[src/rtl/dmar_pkg.sv]
package dmar_pkg;
  localparam int WORD_W     = 32;
  localparam int IDX_W      = 17;
  localparam int STRIDE     = 64;
  localparam int OFF_W      = 6;
  localparam int ALIGN_BITS = 6;

  localparam logic [OFF_W-1:0] OFF_CTRL = 6'd0;
  localparam logic [OFF_W-1:0] OFF_HEAD = 6'd4;
  localparam logic [OFF_W-1:0] OFF_TAIL = 6'd8;
  localparam logic [OFF_W-1:0] OFF_RLO  = 6'd20;
  localparam logic [OFF_W-1:0] OFF_RHI  = 6'd24;
  localparam logic [OFF_W-1:0] OFF_STAT = 6'd32;
  localparam logic [OFF_W-1:0] OFF_ERR  = 6'd44;
  localparam logic [OFF_W-1:0] OFF_EMSK = 6'd48;

  localparam int MSK_DEV_BIT  = 24;
  localparam int RHI_W        = 27;
  localparam int RHI_SIZE_LSB = 4;
endpackage

[src/rtl/dmar_glob.sv]
module dmar_glob #(
  parameter int NCH = 8
) (
  input  logic           clk,
  input  logic           rst,
  input  logic           wr,
  input  logic [2*NCH-1:0] wdata,
  output logic [2*NCH-1:0] word,
  output logic [NCH-1:0] own,
  output logic [NCH-1:0] en
);
  logic [2*NCH-1:0] word_q;

  always_ff @(posedge clk) begin
    if (rst) word_q <= '0;
    else if (wr) word_q <= wdata;
  end

  assign word = word_q;

  for (genvar n = 0; n < NCH; n++) begin : g_split
    assign own[n] = word_q[2*n];
    assign en[n]  = word_q[2*n+1];
  end

  assert_glob_hold_R2: assert property (@(posedge clk) disable iff (rst)
    !wr |=> $stable(word_q));
endmodule

[src/rtl/dmar_chan.sv]
module dmar_chan
  import dmar_pkg::*;
(
  input  logic              clk,
  input  logic              rst,
  input  logic              wr_en,
  input  logic [OFF_W-1:0]  off,
  input  logic [WORD_W-1:0] wdata,
  output logic [WORD_W-1:0] rd_data,
  input  logic              own,
  input  logic              en,
  input  logic              done,
  input  logic              ack,
  output logic              irq
);
  logic [1:0]        msk_q;
  logic [IDX_W-1:0]  head_q, tail_q, cnt_q;
  logic [WORD_W-1:0] rlo_q;
  logic [RHI_W-1:0]  rhi_q;
  logic              err_q, emsk_q, pend_q, irq_q;

  logic [IDX_W-1:0]  ring_size;
  logic [IDX_W:0]    tail_inc;
  logic              done_ok, mask_eff, busy;

  assign ring_size = rhi_q[RHI_SIZE_LSB +: IDX_W];
  assign tail_inc  = {1'b0, tail_q} + 1'b1;
  assign done_ok   = done && en && (tail_q != head_q);
  assign mask_eff  = own ? msk_q[1] : msk_q[0];
  assign busy      = en && (tail_q != head_q);

  always_ff @(posedge clk) begin
    if (rst) begin
      msk_q  <= '0;
      head_q <= '0;
      rlo_q  <= '0;
      rhi_q  <= '0;
      err_q  <= 1'b0;
      emsk_q <= 1'b0;
    end else if (wr_en) begin
      unique case (off)
        OFF_CTRL: msk_q  <= wdata[MSK_DEV_BIT +: 2];
        OFF_HEAD: head_q <= wdata[IDX_W-1:0];
        OFF_RLO: begin
          rlo_q <= {wdata[WORD_W-1:ALIGN_BITS], {ALIGN_BITS{1'b0}}};
          if (wdata[ALIGN_BITS-1:0] != '0) err_q <= 1'b1;
        end
        OFF_RHI:  rhi_q  <= wdata[RHI_W-1:0];
        OFF_ERR:  if (wdata[0]) err_q <= 1'b0;
        OFF_EMSK: emsk_q <= wdata[0];
        default: ;
      endcase
    end
  end

  always_ff @(posedge clk) begin
    if (rst) begin
      tail_q <= '0;
      cnt_q  <= '0;
      pend_q <= 1'b0;
      irq_q  <= 1'b0;
    end else begin
      if (done_ok) begin
        tail_q <= (tail_inc >= {1'b0, ring_size}) ? '0 : tail_inc[IDX_W-1:0];
        cnt_q  <= cnt_q + 1'b1;
      end
      if (done_ok) pend_q <= 1'b1;
      else if (ack) pend_q <= 1'b0;
      irq_q <= (pend_q && !mask_eff) || (err_q && !emsk_q);
    end
  end

  assign irq = irq_q;

  always_comb begin
    unique case (off)
      OFF_CTRL: rd_data = {6'd0, msk_q, 24'd0};
      OFF_HEAD: rd_data = WORD_W'(head_q);
      OFF_TAIL: rd_data = WORD_W'(tail_q);
      OFF_RLO:  rd_data = rlo_q;
      OFF_RHI:  rd_data = WORD_W'(rhi_q);
      OFF_STAT: rd_data = {2'b00, !en, busy, 11'd0, cnt_q};
      OFF_ERR:  rd_data = WORD_W'(err_q);
      OFF_EMSK: rd_data = WORD_W'(emsk_q);
      default:  rd_data = '0;
    endcase
  end

  assert_tail_step_R5: assert property (@(posedge clk) disable iff (rst)
    done_ok |=> (tail_q == '0 || tail_q == $past(tail_q) + 1'b1));
  assert_cnt_step_R5: assert property (@(posedge clk) disable iff (rst)
    done_ok |=> cnt_q == $past(cnt_q) + 1'b1);
  assert_tail_frozen_R6: assert property (@(posedge clk) disable iff (rst)
    !done_ok |=> tail_q == $past(tail_q));
  assert_pend_hold_R8: assert property (@(posedge clk) disable iff (rst)
    (pend_q && !ack) |=> pend_q);
  assert_err_sticky_R10: assert property (@(posedge clk) disable iff (rst)
    (err_q && !(wr_en && off == OFF_ERR && wdata[0])) |=> err_q);
endmodule

[src/rtl/dmar_top.sv]
module dmar_top
  import dmar_pkg::*;
#(
  parameter int NCH    = 8,
  parameter int ADDR_W = 10
) (
  input  logic              clk,
  input  logic              rst,
  input  logic              bus_wr,
  input  logic              bus_rd,
  input  logic [ADDR_W-1:0] bus_addr,
  input  logic [WORD_W-1:0] bus_wdata,
  output logic [WORD_W-1:0] bus_rdata,
  output logic              bus_rvalid,
  input  logic [NCH-1:0]    done,
  input  logic [NCH-1:0]    irq_ack,
  output logic [NCH-1:0]    irq
);
  localparam int CH_W = (NCH > 1) ? $clog2(NCH) : 1;
  localparam logic [ADDR_W-1:0] CH_SPAN = ADDR_W'(NCH * STRIDE);

  logic              ch_hit, glob_hit;
  logic [CH_W-1:0]   ch_idx;
  logic [2*NCH-1:0]  glob_word;
  logic [NCH-1:0]    own, en;
  logic [WORD_W-1:0] ch_rd [NCH];
  logic [WORD_W-1:0] rd_nxt, rdata_q;
  logic              rvalid_q;

  assign ch_hit   = bus_addr < CH_SPAN;
  assign glob_hit = bus_addr == CH_SPAN;
  assign ch_idx   = bus_addr[OFF_W +: CH_W];

  dmar_glob #(.NCH(NCH)) u_glob (
    .clk  (clk),
    .rst  (rst),
    .wr   (bus_wr && glob_hit),
    .wdata(bus_wdata[2*NCH-1:0]),
    .word (glob_word),
    .own  (own),
    .en   (en)
  );

  for (genvar n = 0; n < NCH; n++) begin : g_ch
    dmar_chan u_chan (
      .clk    (clk),
      .rst    (rst),
      .wr_en  (bus_wr && ch_hit && ch_idx == CH_W'(n)),
      .off    (bus_addr[OFF_W-1:0]),
      .wdata  (bus_wdata),
      .rd_data(ch_rd[n]),
      .own    (own[n]),
      .en     (en[n]),
      .done   (done[n]),
      .ack    (irq_ack[n]),
      .irq    (irq[n])
    );
  end

  always_comb begin
    if (ch_hit)        rd_nxt = ch_rd[ch_idx];
    else if (glob_hit) rd_nxt = WORD_W'(glob_word);
    else               rd_nxt = '0;
  end

  always_ff @(posedge clk) begin
    if (rst) begin
      rdata_q  <= '0;
      rvalid_q <= 1'b0;
    end else begin
      rvalid_q <= bus_rd;
      if (bus_rd) rdata_q <= rd_nxt;
    end
  end

  assign bus_rdata  = rdata_q;
  assign bus_rvalid = rvalid_q;
endmodule

[config.mk]
export PLATFORM = sky130hd
export DESIGN_NAME = dmar_top
export DESIGN_NICKNAME = d
export VERILOG_FILES = /design/src/rtl/dmar_pkg.sv /design/src/rtl/dmar_glob.sv /design/src/rtl/dmar_chan.sv /design/src/rtl/dmar_top.sv
export SDC_FILE = /design/constraint.sdc
export NUM_CORES = 2
export LEC_CHECK = 0
export BUFFER_PORTS_ARGS = -buffer_cell sky130_fd_sc_hd__buf_2
export CELL_PAD_IN_SITES_DETAIL_PLACEMENT = 1
export CELL_PAD_IN_SITES_GLOBAL_PLACEMENT = 1
export CORE_UTILIZATION = 40
export CTS_BUF_LIST = sky130_fd_sc_hd__clkbuf_4 sky130_fd_sc_hd__clkbuf_8 sky130_fd_sc_hd__clkbuf_16
export CTS_CLUSTER_SIZE = 12
export DETAILED_ROUTE_END_ITERATION = 8
export GPL_ROUTABILITY_DRIVEN = 0
export PLACE_DENSITY_LB_ADDON = 0.1
export SYNTH_ARGS = -nofsm -noshare
export SYNTH_HDL_FRONTEND = slang
export SYNTH_SLANG_ARGS = --single-unit
[constraint.sdc]
create_clock -name clk -period 6.8 [get_ports clk]
set_clock_uncertainty 0.05 [all_clocks]
set_input_delay 0.34 -clock clk [delete_from_list [all_inputs] [get_ports clk]]
set_output_delay 0.34 -clock clk [all_outputs]
set_load 0.02 [all_outputs]
==> metrics.txt <==
status completed; Max VDD drop slightly below 0.0002 V; Worst Setup End Kind flip-flop; Syn Nets 6,298; WL final 203,000 um; global route overflow 0; Async S/R FF share, synth 0%; Die H 346 um; Layout fillers 14,030; setup_tns 0 ns; Tot GR Track Use 33.1%; worst hold-check path type in -> reg; cell family with most CP delay simple AND/OR/NAND/NOR gates; via count between 40,000 and 50,000; slowest cell on the critical path nor2_1; I/O pins approximately 100; top-count cell post-synth nand2_1; TritonCTS Buffers 110; Routed WL per cell 27.1 um; Die W 346 um; synthesized flop and latch total between 900 and 1,000; row cnt 125; Post-DRT Antenna Nets 0; DR vias/cell about 6.1; vias in the first global route 44,785; fin crit period 4.78 ns; IO buf count 102; global-route wire length before repair around 300,000 um; non-filler cells, final roughly 7,500; TritonCTS Sinks 929; largest cells by area after synthesis dfxtp_1 (39%), nand2_1 (11%), a21oi_1 (8.6%); CP required ~7.4 ns; Post-Route Utilization 44.8%; final period utilization 70.3%; ANT cells 0; final count of pins violating max slew 0; clock latency at the later pin of the worst-skew pair about 0.72 ns; CTS Buffer Depth 3; RSZ-0062 raised after global routing no; DIE AREA 120,000 um2; CTS tree built; hold path depth 4; postcts setup bufs 0; initial antenna violation count 11; Syn-to-layout area delta 10.5%; Register-to-Register Path Depth 17; Pre-Repair DR Iteration Count 8; share of the synthesized area in the top cell type 39.3%; Slew @ Worst Pin 1.24 ns; relative slew slack 17.6%; critical path type reg -> reg; DR iter-0 viols 5,219; worst-path cell chain ha_1 > nand3_1 > inv_1 > nand3_1 > nor3_1 > and3_1 > nand3_1 > xnor2_1 > ha_1 > nand2_1 > nor2_1 > a2111oi_0 > o2111ai_1 > nor2_1 > buf_4 > a31oi_1 > a31oi_1; P_leak 17.8 nW; DRC Markers 0; CP dominant cell by count nand3_1; Post-Syn Instances between 6,000 and 7,000; layout cell share with drive strength beyond 1 7.97%; Commonest cells post-synth nand2_1 (1,405), dfxtp_1 (929), a21oi_1 (811); Initial Util 40.5%; htree depth 3; worst hold slack 0.0344 ns; Final HPWL DP 137,000 um; most common flop cell mapped by yosys dfxtp_1; Post-Syn Area 47,400 um2; Nets 6,102; clk root buf clkbuf_16; post-synthesis sequential area ratio 39.3%; maximum clock rate 209 MHz; largest net degree at the start of global routing 173; critical path peak fanout 13; core box area ~120,000 um2; Syn Area/Cell 7.78 um2; Finished Cell Area roughly 52,000 um2; placed cell areas 48,300 um2; setup violators final 0; dpl cells 7,284; Pwr Density 235 nW/um2; Unique masters post-synth 87; CP Data Arrival Time 5.35 ns; post-synth top area cell dfxtp_1; clock-pin slew on the worst setup and hold paths around 0.060 ns; critical path launch point type flip-flop; CP bufs+invs 2; Max-Cap Viols 0; Synthesis Warnings 0; final hold vios 0; WP depth 17; crit-path max cell delay 0.57 ns; EDFF count, synth 0
==> metal layers <==
metal	GRT usage, %	routed length [um]	vias up
met4	10.4	6660	14
met2	49.7	87200	1778
met1	47.5	91700	22931
met5	0	89	-
met3	6.02	17600	333
li1	-	-	20715
==> worst register-to-register path, delay by kind of cell, from the launching register on <==
kind	cells	cell delay (ns)
AND/OR/NAND/NOR	8	2.05
XOR/XNOR	1	0.26
adder cells (fa/ha/maj)	2	0.61
AO/OA/AOI/OAI	4	0.86
buffers and inverters	2	0.40
flip-flops	1	0.48
==> cell usage in the layout (no fill, tap or decap), drive strengths merged, types with 15 or more instances in the layout <==
cell type | synthesis | layout
or3 | 35 | 35
nor4 | 37 | 37
buf | 217 | 191
a22oi | 297 | 297
xor2 | 141 | 141
a221oi | 20 | 20
and2 | 23 | 23
a31oi | 32 | 32
nand3 | 170 | 170
a22o | 53 | 53
clkbuf | 298 | 171
and3 | 65 | 65
nand4 | 67 | 67
inv | 178 | 179
o221ai | 18 | 18
nor2b | 29 | 29
dlygate4sd3 | 0 | 16
ha | 152 | 152
o22ai | 19 | 19
dfxtp | 929 | 929
nor2 | 317 | 317
mux2i | 27 | 27
xnor2 | 204 | 204
a32o | 15 | 15
a21oi | 814 | 814
o2111ai | 45 | 45
nand2 | 1405 | 1405
a222oi | 48 | 48
nand2b | 30 | 30
o21ai | 119 | 119
a21o | 43 | 43
nor3 | 77 | 77
==> stage by stage <==
stage	total power (W)	setup WS [ns]
2_1_floorplan	0.00581	3.02
3_3_place_gp	0.00604	2.32
3_5_place_dp	0.00604	2.09
4_1_cts	0.0124	2.06
5_1_grt	0.0126	1.61
6_report	0.0123	2.02
==> logic make-up after synthesis <==
family	share of synthesized area (%)
and+or+nand+nor	21.3
AOI/OAI and AO/OA	21.4
buffers and inverters	6.41
adders and majority gates	4.02
xor gates and xnor gates	6.38
DFF	39.3
muxes	1.31
==> sequential cells by signal (all words and copies together) (netlist names) <==
signal and count:
u_glob.word 16, g_ch.u_chan.tail_q 136, bus_rvalid 1, g_ch.u_chan.cnt_q 136, g_ch.u_chan.msk_q 16, g_ch.u_chan.rlo_q 208, g_ch.u_chan.emsk_q 8, bus_rdata 32
g_ch.u_chan.pend_q 8, g_ch.u_chan.err_q 8, g_ch.u_chan.irq 8, g_ch.u_chan.head_q 136, g_ch.u_chan.rhi_q 216
==> path summary, 6_finish.rpt <==
check	startpoint	end	slack, ns
setup / recovery	g_ch[4].u_chan.tail_q[0]	g_ch[4].u_chan.tail_q[16]	2.02
hold / removal	done[0]	g_ch[0].u_chan.cnt_q[2]	0.03
setup reg to reg	g_ch[4].u_chan.tail_q[0]	g_ch[4].u_chan.tail_q[16]	2.02
hold reg to reg	g_ch[5].u_chan.rlo_q[18]	g_ch[5].u_chan.rlo_q[18]	0.40
==> layout make-up <==
| cell class | count | area, um2 | area share, % |
|---|---|---|---|
| timing repair buffer | 207 | 1440 | 2.75 |
| clock inverter | 26 | 412 | 0.787 |
| tap | 1524 | 1910 | 3.64 |
| inverter | 178 | 668 | 1.28 |
| sequential | 929 | 18600 | 35.5 |
| clock buffer | 171 | 3460 | 6.62 |
| multi-input combinational | 4462 | 25800 | 49.4 |
==> power breakdown <==
group	leakage (nW)	switching [W]	internal, W	total [W]
registers	7.48	0.00000933	0.00545	0.00546
clock network	1.95	0.00251	0.00386	0.00636
logic	8.34	0.000410	0.0000807	0.000490
==> what timing repair did <==
action / 4_1_cts / 5_1_grt
hold buffers: 16 / 0
gates resized for setup: 0 / 0
hold endpoints to repair: 70 / 0
Note: power is estimated with default switching activity, not from simulation.
